**src/rtl/cmp_timer_pkg.sv**
```systemverilog
package cmp_timer_pkg;
  localparam int ADDR_BITS = 3;

  localparam logic [ADDR_BITS-1:0] A_CTRL  = 3'd0;
  localparam logic [ADDR_BITS-1:0] A_START = 3'd1;
  localparam logic [ADDR_BITS-1:0] A_COUNT = 3'd2;
  localparam logic [ADDR_BITS-1:0] A_MATCH = 3'd3;
  localparam logic [ADDR_BITS-1:0] A_IRQ   = 3'd4;

  localparam int RUN_BIT  = 0;
  localparam int IEN_BIT  = 0;
  localparam int PEND_BIT = 1;
endpackage

```
**src/rtl/cmp_timer_regs.sv**
```systemverilog
module cmp_timer_regs
  import cmp_timer_pkg::*;
#(
  parameter int W  = 32,
  parameter int AW = ADDR_BITS
) (
  input  logic          clk,
  input  logic          rst,
  input  logic [AW-1:0] addr,
  input  logic          wen,
  input  logic [W-1:0]  wdata,
  input  logic          ren,
  input  logic [W-1:0]  cnt,
  input  logic          pend,
  output logic          run,
  output logic [W-1:0]  start,
  output logic [W-1:0]  cmp,
  output logic          ien,
  output logic          ien_nxt,
  output logic          ack,
  output logic [W-1:0]  rdata
);
  logic          wr_ctrl, wr_start, wr_match, wr_irq;
  logic [W-1:0]  rd_mux;

  assign wr_ctrl  = wen && (addr == A_CTRL);
  assign wr_start = wen && (addr == A_START);
  assign wr_match = wen && (addr == A_MATCH);
  assign wr_irq   = wen && (addr == A_IRQ);
  assign ack      = ren && (addr == A_IRQ);
  assign ien_nxt  = wr_irq ? wdata[IEN_BIT] : ien;

  always_ff @(posedge clk) begin
    if (rst) begin
      run   <= 1'b0;
      start <= '0;
      cmp   <= '0;
      ien   <= 1'b0;
    end else begin
      if (wr_ctrl)  run   <= wdata[RUN_BIT];
      if (wr_start) start <= wdata;
      if (wr_match) cmp   <= wdata;
      ien <= ien_nxt;
    end
  end

  always_comb begin
    rd_mux = '0;
    case (addr)
      A_CTRL:  rd_mux[RUN_BIT] = run;
      A_START: rd_mux = start;
      A_COUNT: rd_mux = cnt;
      A_MATCH: rd_mux = cmp;
      A_IRQ: begin
        rd_mux[IEN_BIT]  = ien;
        rd_mux[PEND_BIT] = pend;
      end
      default: rd_mux = '0;
    endcase
  end

  always_ff @(posedge clk) begin
    if (rst)      rdata <= '0;
    else if (ren) rdata <= rd_mux;
  end
endmodule

```
**src/rtl/cmp_timer_counter.sv**
```systemverilog
module cmp_timer_counter #(
  parameter int W = 32
) (
  input  logic         clk,
  input  logic         rst,
  input  logic         run,
  input  logic [W-1:0] start,
  output logic [W-1:0] cnt
);
  localparam logic [W-1:0] STEP = W'(1);

  always_ff @(posedge clk) begin
    if (rst)      cnt <= '0;
    else if (run) cnt <= cnt + STEP;
    else          cnt <= start;
  end
endmodule

```
**src/rtl/cmp_timer_irq.sv**
```systemverilog
module cmp_timer_irq #(
  parameter int W = 32
) (
  input  logic         clk,
  input  logic         rst,
  input  logic         run,
  input  logic         ien,
  input  logic         ien_nxt,
  input  logic [W-1:0] cnt,
  input  logic [W-1:0] cmp,
  input  logic         ack,
  output logic         pend,
  output logic         irq
);
  logic hit, pend_d;

  assign hit    = run && ien && (cnt == cmp);
  assign pend_d = hit || (pend && !ack);

  always_ff @(posedge clk) begin
    if (rst) begin
      pend <= 1'b0;
      irq  <= 1'b0;
    end else begin
      pend <= pend_d;
      irq  <= pend_d && ien_nxt;
    end
  end
endmodule

```
**src/rtl/cmp_timer.sv**
```systemverilog
module cmp_timer
  import cmp_timer_pkg::*;
#(
  parameter int W  = 32,
  parameter int AW = ADDR_BITS
) (
  input  logic          clk,
  input  logic          rst,
  input  logic [AW-1:0] bus_addr,
  input  logic          bus_wen,
  input  logic [W-1:0]  bus_wdata,
  input  logic          bus_ren,
  output logic [W-1:0]  bus_rdata,
  output logic          irq_o
);
  logic [W-1:0] cnt_w, start_w, cmp_w;
  logic         run_w, ien_w, ien_nxt_w, ack_w, pend_w;

  cmp_timer_regs #(.W(W), .AW(AW)) u_regs (
    .clk(clk), .rst(rst), .addr(bus_addr), .wen(bus_wen), .wdata(bus_wdata),
    .ren(bus_ren), .cnt(cnt_w), .pend(pend_w), .run(run_w), .start(start_w),
    .cmp(cmp_w), .ien(ien_w), .ien_nxt(ien_nxt_w), .ack(ack_w),
    .rdata(bus_rdata)
  );

  cmp_timer_counter #(.W(W)) u_cnt (
    .clk(clk), .rst(rst), .run(run_w), .start(start_w), .cnt(cnt_w)
  );

  cmp_timer_irq #(.W(W)) u_irq (
    .clk(clk), .rst(rst), .run(run_w), .ien(ien_w), .ien_nxt(ien_nxt_w),
    .cnt(cnt_w), .cmp(cmp_w), .ack(ack_w), .pend(pend_w), .irq(irq_o)
  );
endmodule

```
**config.mk**
```make
export PLATFORM = sky130hd
export DESIGN_NAME = cmp_timer
export DESIGN_NICKNAME = d
export VERILOG_FILES = /design/src/rtl/cmp_timer_pkg.sv /design/src/rtl/cmp_timer_regs.sv /design/src/rtl/cmp_timer_counter.sv /design/src/rtl/cmp_timer_irq.sv /design/src/rtl/cmp_timer.sv
export SDC_FILE = /design/constraint.sdc
export NUM_CORES = 1
export LEC_CHECK = 0
export BUFFER_PORTS_ARGS = -buffer_cell sky130_fd_sc_hd__buf_4
export CAP_MARGIN = 5
export CORE_UTILIZATION = 63
export DETAILED_ROUTE_END_ITERATION = 8
export GPL_TIMING_DRIVEN = 0
export HOLD_SLACK_MARGIN = 0.1
export MAX_ROUTING_LAYER = met4
export PLACE_DENSITY = 0.95
export SLEW_MARGIN = 40
export SYNTH_ARGS = -nofsm -noshare
export SYNTH_HDL_FRONTEND = slang
export SYNTH_SLANG_ARGS = --single-unit
```
**constraint.sdc**
```tcl
create_clock -name clk -period 5.4 [get_ports clk]
set_input_delay 0.54 -clock clk [delete_from_list [all_inputs] [get_ports clk]]
set_output_delay 0.54 -clock clk [all_outputs]
set_load 0.01 [all_outputs]
```
== Word level (Yosys, flattened, before mapping) ==
Index checks and enable logic that the tools add are counted.
Word-level totals
  bits in registers: 132
  output and inout port bits: 33
  word-level logic and storage cells: 31
Cells by class
  add/subtract/negate cells: 1
  equality and inequality tests: 5
  multiplexer cells: 5
  reduce and logical (&&, ||, !) cells: 12
Operator list (count)
  $pmux 30 s3: 1
  $add 32x1->32 const B: 1
  $eq 32x32->1: 1
  $mux 32: 1
  $logic_and 1x1->1: 9
  $eq 3x2->1 const B: 2
  $pmux 1 s5: 1
  $pmux 1 s4: 1
  $eq 3x1->1 const B: 1
  $eq 3x3->1 const B: 1
  $logic_not 3->1: 1
  $logic_not 1->1: 1
  $logic_or 1x1->1: 1
  $mux 1: 1

== Depth between registers and ports, before layout ==
Gate-level depths: netlist of the first run.
  word-level depth: 6
  gate-level depth with buffers: 8
  gate-level depth less buffers: 6

== By module ==
From an unflattened synthesis of the first run, not the netlist that was laid out.
Second synthesis, totals
  cells, all modules: 758
  area total of the unflattened synthesis: 6404.9 µm²
By module, submodules not included
  cmp_timer_regs: instances 1, cells each 480, area each 4147.7 µm², sequential area each 1961.9 µm²
  cmp_timer_counter: instances 1, cells each 229, area each 1841.8 µm², sequential area each 640.6 µm²
  cmp_timer_irq: instances 1, cells each 49, area each 415.4 µm², sequential area each 40.0 µm²

== Least setup slack after synthesis of the first run ==
No wires, ideal clock.
  path kind: input to register
  start: in bus_addr[0]
  end: reg u_regs.rdata[29]
  arrival: 1.847 ns
  slack: 3.426 ns
  stages: 6
  cell sequence: buf_1 -> clkbuf_1 -> mux2_2 -> a22o_1 -> a21oi_1 -> nor2_1
On the way
  cells in the longest elaborated chain, start to end: 2
  elaborated cells between the ends (all ways): 4
  those cells by class: eq/ne (3); mux (1)
Ends and longest elaborated chain
  from (decl): RTL line cmp_timer.sv:9  | input logic [AW-1:0] bus_addr,
  $eq 3x2->1 / $eq 3x1->1 (equally long branches): RTL line cmp_timer_regs.sv:49  | case (addr)
  $pmux 30 s3 *: RTL line cmp_timer_regs.sv:49
  to (signal assigned): RTL line cmp_timer_regs.sv:64  | else if (ren) rdata <= rd_mux;
  to (decl): RTL line cmp_timer_regs.sv:21  | output logic [W-1:0] rdata
Mark *: on every way between the ends. The rest lies on a longest branch, timed or not.
A chain may end at the register's enable or synchronous reset.

== Worst setup path in the final report of the first run ==
  start: reg u_cnt.cnt[0]
  end: reg u_cnt.cnt[24]
On the way
  cells in the longest elaborated chain, start to end: 2
Ends and longest elaborated chain
  from (decl): RTL line cmp_timer_counter.sv:8  | output logic [W-1:0] cnt
  from (signal assigned): RTL line cmp_timer_counter.sv:14  | else if (run) cnt <= cnt + STEP;
  from (signal assigned): RTL line cmp_timer_counter.sv:15  | else cnt <= start;
  $add 32x1->32: RTL line cmp_timer_counter.sv:14
  $mux 32: RTL line cmp_timer_counter.sv:14
Every way passes these cells.

==> results of run 1 <==
-- kinds of logic (layout without fill, tap and decap cells) --
family,Yosys count,after routing,synth area share (%)
buffers and inverters,71,172,4.37
AO/OA/AOI/OAI,167,167,16.7
adder cells (fa/ha/maj),1,1,0.199
XOR/XNOR,61,61,8.52
flip-flops,132,132,42.1
AND/OR/NAND/NOR,308,308,22.4
multiplexers,31,31,5.71
-- per-layer routing --
layer,vias up,share of wire (%),global-route usage [%]
met4,0,4.7,23.5
met2,400,47,59.6
met1,2832,39,44.9
met5,-,0,-
met3,83,9.6,10.1
li1,2807,-,-
-- flip-flops by register name, indices dropped and copies added (netlist names) --
| name | flops |
|---|---|
| u_regs.start | 32 |
| u_regs.rdata | 32 |
| u_cnt.cnt | 32 |
| u_irq.pend | 1 |
| u_regs.ien | 1 |
| u_regs.cmp | 32 |
| u_regs.run | 1 |
| u_irq.irq | 1 |
-- path summary, 6_finish.rpt --
path	endpoint	slack [ns]	cells past startpoint
worst max-delay path	u_cnt.cnt[24]	3.12	6
worst min-delay path	u_regs.start[3]	0.26	3
worst max register to register	u_cnt.cnt[24]	3.12	6
worst min register to register	u_regs.start[18]	0.48	2
-- layout make-up --
| class | count | area share (%) |
|---|---|---|
| Multi-Input combinational cell | 568 | 44.5 |
| Sequential cell | 132 | 34.9 |
| Timing Repair Buffer | 69 | 6.85 |
| Clock buffer | 20 | 5.89 |
| Buffer | 67 | 3.42 |
| Tap cell | 133 | 2.20 |
| Clock inverter | 12 | 2.03 |
| Inverter | 4 | 0.198 |
-- stage by stage --
stage,worst slack [ns],utilization (%),instances,total power [µW],hold slack (ns)
5_1_grt,2.96,77.8,1005,2400,0.258
6_report,3.12,77.8,1005,2350,0.264
2_1_floorplan,3.43,-,771,1120,0.446
4_1_cts,2.96,77.7,1005,2340,0.253
3_5_place_dp,2.84,71.5,973,1190,0.462
3_3_place_gp,2.86,71.5,973,1190,0.463
-- power breakdown --
part | internal, µW | total, µW | switching (µW)
logic | 62.6 | 169 | 107
registers | 992 | 1010 | 16.6
clock network | 728 | 1170 | 440
total | 1780 | 2350 | 563
-- placed cells by master (no fill, tap or decap), types with 3 or more instances in the layout --
| cell | synthesis | final |
|---|---|---|
| a211oi_1 | 31 | 31 |
| a21oi_1 | 96 | 96 |
| a22o_1 | 30 | 30 |
| and3_1 | 5 | 5 |
| buf_1 | 4 | 4 |
| buf_2 | 5 | 5 |
| buf_4 | 0 | 69 |
| bufinv_16 | 0 | 3 |
| clkbuf_1 | 57 | 58 |
| clkbuf_16 | 0 | 16 |
| clkbuf_8 | 0 | 3 |
| clkinv_2 | 0 | 3 |
| clkinvlp_4 | 0 | 3 |
| dfxtp_1 | 132 | 132 |
| inv_1 | 4 | 4 |
| mux2_2 | 28 | 28 |
| nand2_1 | 145 | 145 |
| nand3_1 | 14 | 14 |
| nand4_1 | 17 | 17 |
| nor2_1 | 74 | 74 |
| nor2b_1 | 32 | 32 |
| nor3_1 | 5 | 5 |
| nor4_2 | 4 | 3 |
| o21ai_0 | 4 | 4 |
| xnor2_1 | 40 | 40 |
| xor2_1 | 21 | 21 |
-- critical path, cell delays in order (launching register included) --
cell	delay [ns]
dfxtp_1	0.44
ha_1	0.26
nand4_1	0.32
nor4_4	0.57
nand3_1	0.18
xor2_1	0.17
a211oi_1	0.25
==> reports/results.tsv, run 1 <==
stage	metric	value	unit
yosys	avgSynthCellArea	8.14	µm²
cts	clk_pin_slew	0.06	ns
worst_setup_path	cp_max_fo	7	
drt	via_count	6122	
sta	min_period	2.28	ns
final_layout	drive_gt1_share	16.6	%
yosys	syn_area	6270	µm²
flow_run	maxCapViolCount	0	
worst_setup_path	cp.required	5.83	ns
sta	slew_viol_final	0	
drt	routed_wl	18500	µm
cts	root_buffer	clkbuf_8	
sta	skew	0.00786	ns
worst_setup_path	r2r_start	u_cnt.cnt[0]	
cts	numCtsBuffers	17	
cts	post_cts_buffers	0	
global_routing	track_usage	38.6	%
worst_setup_path	worstSetupPathType	reg2reg	
sta	setup_viol	0	
yosys	yosys_warnings	0	
run_status	status	finished clean	
final_layout	seq_area	2640	µm²
yosys	synthTopCellsByCount	nand2_1 (145), dfxtp_1 (132), a21oi_1 (96)	
yosys	ys_seq_area_share	42.1	%
drt	drc	0	
pwr	power_density	310	nW/µm²
global_routing	antenna_found_initial	0	
yosys	synth_flop_cell	dfxtp_1	
cts	hold_buffers	0	
sta	hold_viol_final	0	
sta	max_freq	438	MHz
worst_setup_path	cp-start-kind	flip-flop	
yosys	synth_top_area_share	42.1	%
final_layout	area_delta_synth_final	20.6	%
yosys	synth.most_common_cell	nand2_1	
global_routing	first_global_vias	5898	
die	die_x	102	µm
yosys	netlist_instances	771	
yosys	synthTopCellsByArea	dfxtp_1 (42%), nand2_1 (8.7%), a21oi_1 (7.7%)	
cts	clk_latency	0.53	ns
cts	clk_path_buf_depth	2	
sta	relSlewSlack	54.0	%
cts	clock_sinks	132	
die	io_pins	72	
yosys	synth_edf_count	0	
place	globalplace.congestion	0.993	
worst_setup_path	startpoint	u_cnt.cnt[0]	
die	fp.dieH	102	µm
final_layout	antenna_cells	0	
yosys	yosysTopAreaCell	dfxtp_1	
cts	cts_tree	built	
pwr	leakagePower	0.00271	µW
sta	worst_pin_slew	0.686	ns
worst_hold_path	hp-start	bus_wdata[3]	
place	io_buffer_count	69	
place	dpl-instance-area	6960	µm²
global_routing	overflow	0	
sta	rsz0062_at_grt	no	
pwr	peakVddDrop	0.000374	V
sta	post-route-period-util	42.2	%
yosys	ys_seq_elements	132	
die	rows	36	
drt	vias_per_cell	6.09	
drt	drtIter0Drc	556	
final_layout	fill_cells	675	
yosys	synth.net_count	811	
global_routing	grt_pass1_wl	29300	µm
die	core	9730	µm²
cts	post_cts_resized	0	
place	hpwlAfterDp	12400	µm
sta	setup_tns	0	ns
cts	htreeDepth	4	
drt	drtPass1Iterations	5	
final_layout	final_area	7560	µm²
drt	wl_per_cell	18.4	µm
drt	ant_nets	0	
worst_setup_path	cp-end-kind	flip-flop	
worst_setup_path	cp.arrival	2.72	ns
die	dieArea	10400	µm²
final_layout	multi_input_area	3360	µm²
yosys	async_flop_share	0	%
yosys	synth_cell_types	39	
die	start_util	64.5	%
final_layout	num-nets-final	899	
global_routing	grt_max_degree	17	
worst_hold_path	hp-class	in2reg	
Note: power is estimated with default switching activity, not from simulation.
==> run 2: changes to the inputs <==
- CORE_UTILIZATION: 63 -> 58
- PLACE_DENSITY: 0.95 -> 0.91
- clock period: 5.4 -> 2.1 ns (I/O delays scaled with it)
==> run 2 against run 1 <==
Effect of this change: clock skew is 0.0012 ns lower; sequential power rose to 2.6 times the previous value; critical path type unchanged; hold slack lost 0.14 ns; largest cell class unchanged; flip-flop and latch count is the same.
==> reports/results.tsv, run 2 (synthesized netlist as in run 1, its figures left out) <==
stage	metric	value	unit
worst_setup_path	worst-path-buf-inv	2	
drt	drtIter0Drc	676	
worst_setup_path	worstSetupPathType	reg2reg	
global_routing	grt_pass1_wl	30200	µm
sta	fin_ws	0.0472	ns
pwr	p_seq_share	41.7	%
worst_setup_path	worstReg2RegEnd	u_cnt.cnt[15]	
pwr	netSwitchingPower	1480	µW
worst_setup_path	cp.arrival	2.50	ns
worst_setup_path	rr_worst_depth	6	
drt	drtPass1Iterations	9	
worst_hold_path	hp-start	bus_ren	
cts	clk_path_buf_depth	2	
worst_hold_path	hp-class	in2reg	
die	die_x	106	µm
pwr	leakagePower	0.00291	µW
pwr	p_sw_share	23.8	%
sta	slew_viol_final	0	
flow_run	maxCapViolCount	0	
drt	wl_per_cell	18.8	µm
worst_setup_path	critPathTopFamily	simple AND/OR/NAND/NOR gates	
sta	relSlewSlack	48.3	%
sta	setup_tns	0	ns
final_layout	num-nets-final	931	
worst_setup_path	cp_max_fo	7	
worst_setup_path	critPathSlowestCell	or4_1	
place	detailedPlace.worstSlack	-0.276	ns
drt	routed_wl	19500	µm
drt	drc	0	
worst_hold_path	hold_depth	4	
sta	skew	0.00668	ns
global_routing	first_global_vias	5916	
cts	clk_latency	0.54	ns
cts	htreeDepth	4	
sta	post-route-period-util	97.8	%
worst_setup_path	cp_slowest_stage_delay	0.49	ns
final_layout	final_area	7980	µm²
final_layout	antenna_cells	0	
global_routing	overflow	0	
cts	root_buffer	clkbuf_8	
run_status	status	finished clean	
drt	ant_nets	0	
sta	hold_viol_final	0	
sta	setup_viol	0	
worst_hold_path	holdPathEnd	u_regs.rdata[31]	
cts	cts_tree	built	
pwr	p_clk_share	50.4	%
pwr	comb_power_share	7.9	%
global_routing	track_usage	36.3	%
cts	clk_pin_slew	0.06	ns
sta	max_freq	487	MHz
final_layout	final_common_cell	nand2_1	
sta	worst_pin_slew	0.775	ns
drt	via_count	6287	
final_layout	drive_gt1_share	17.3	%
worst_setup_path	cp-end-kind	flip-flop	
worst_setup_path	r2r_slack	0.05	ns
pwr	peakVddDrop	0.000791	V
die	io_pins	72	
worst_setup_path	r2r_start	u_cnt.cnt[10]	
final_layout	final_cell_mix	nand2_1 (145), dfxtp_1 (128), a21oi_1 (96), nor2_1 (74), buf_4 (73)	
pwr	intPower	4740	µW
worst_setup_path	cp.required	2.55	ns
pwr	finalPower	6220	µW
final_layout	area_delta_synth_final	27.2	%
place	dpl-instance-area	6960	µm²
cts	numCtsBuffers	17	
die	start_util	60.2	%
pwr	power_density	780	nW/µm²
worst_setup_path	path_cells	buf_4, nand4_4, or4_1, clkbuf_4, or3_1, a311oi_1	
die	rows	37	
die	fp.dieH	106	µm
global_routing	antenna_found_initial	0	
drt	vias_per_cell	6.05	
sta	min_period	2.05	ns
global_routing	grt_max_degree	17	
place	hpwlAfterDp	12300	µm
place	io_buffer_count	69	
final_layout	utilization	76.6	%
die	dieArea	11200	µm²
die	core	10400	µm²
worst_setup_path	cp-start-kind	flip-flop	
cts	clock_sinks	132	
place	globalplace.congestion	1.01	
## run 2: worst max path at each step
stage	cells after the start	endpoint	slack (ns)	from
finish	6	u_cnt.cnt[15]	0.05	u_cnt.cnt[10]
global route	6	u_cnt.cnt[15]	-0.003	u_cnt.cnt[10]
CTS	6	u_cnt.cnt[31]	0.001	u_cnt.cnt[5]
detailed placement	6	u_cnt.cnt[22]	-0.28	u_cnt.cnt[0]
global placement	6	u_cnt.cnt[18]	-0.21	u_cnt.cnt[0]
floorplan	6	u_cnt.cnt[15]	0.26	u_cnt.cnt[10]
## run 2: final cells by class
class | instances | area, µm²
Buffer | 64 | 263
Clock buffer | 19 | 442
Clock inverter | 13 | 181
Fill cell | 694 | 2440
Inverter | 4 | 15.0
Multi-Input combinational cell | 568 | 3390
Sequential cell | 132 | 2650
Tap cell | 136 | 170
Timing Repair Buffer | 104 | 863
## run 2: power groups by stage
stage,combinational [µW],sequential [µW],clock [µW]
after floorplan,245,2640,0
after global placement,408,2640,0
after detailed placement,416,2640,0
after CTS,474,2590,3120
after global routing,520,2600,3240
final,489,2600,3130
## run 2: worst register-to-register path: cells and delay by family, from the launching register on
kind	cells	cell delay, ns
AND/OR/NAND/NOR	3	1.01
buffers and inverters	2	0.37
flip-flops	1	0.33
AO/OA/AOI/OAI	1	0.26
## run 2: what timing repair did
item	in CTS	in global routing
endpoints found under the hold margin	67	0
hold buffers	33	0
gates cloned	0	0
setup buffers	1	1
pin swaps	1	4
setup endpoints to repair	7	22
resized for setup	1	20
## run 2: per-stage QoR
step	instances	hold slack (ns)
floorplan	771	0.346
global placement	976	0.463
detailed placement	976	0.469
CTS	1042	0.103
global route	1040	0.117
finish	1040	0.120
## run 2: routing by layer
layer  routed length (µm)  part of all wire, %  up-vias  global-route usage [%]
met5                    0                    0        -                       -
met4                  754                  3.9        0                    17.3
met3                 2060                   11       82                    9.20
met2                 9300                   48      413                    58.3
met1                 7400                   38     2925                    42.7
li1                     -                    -     2867                       -
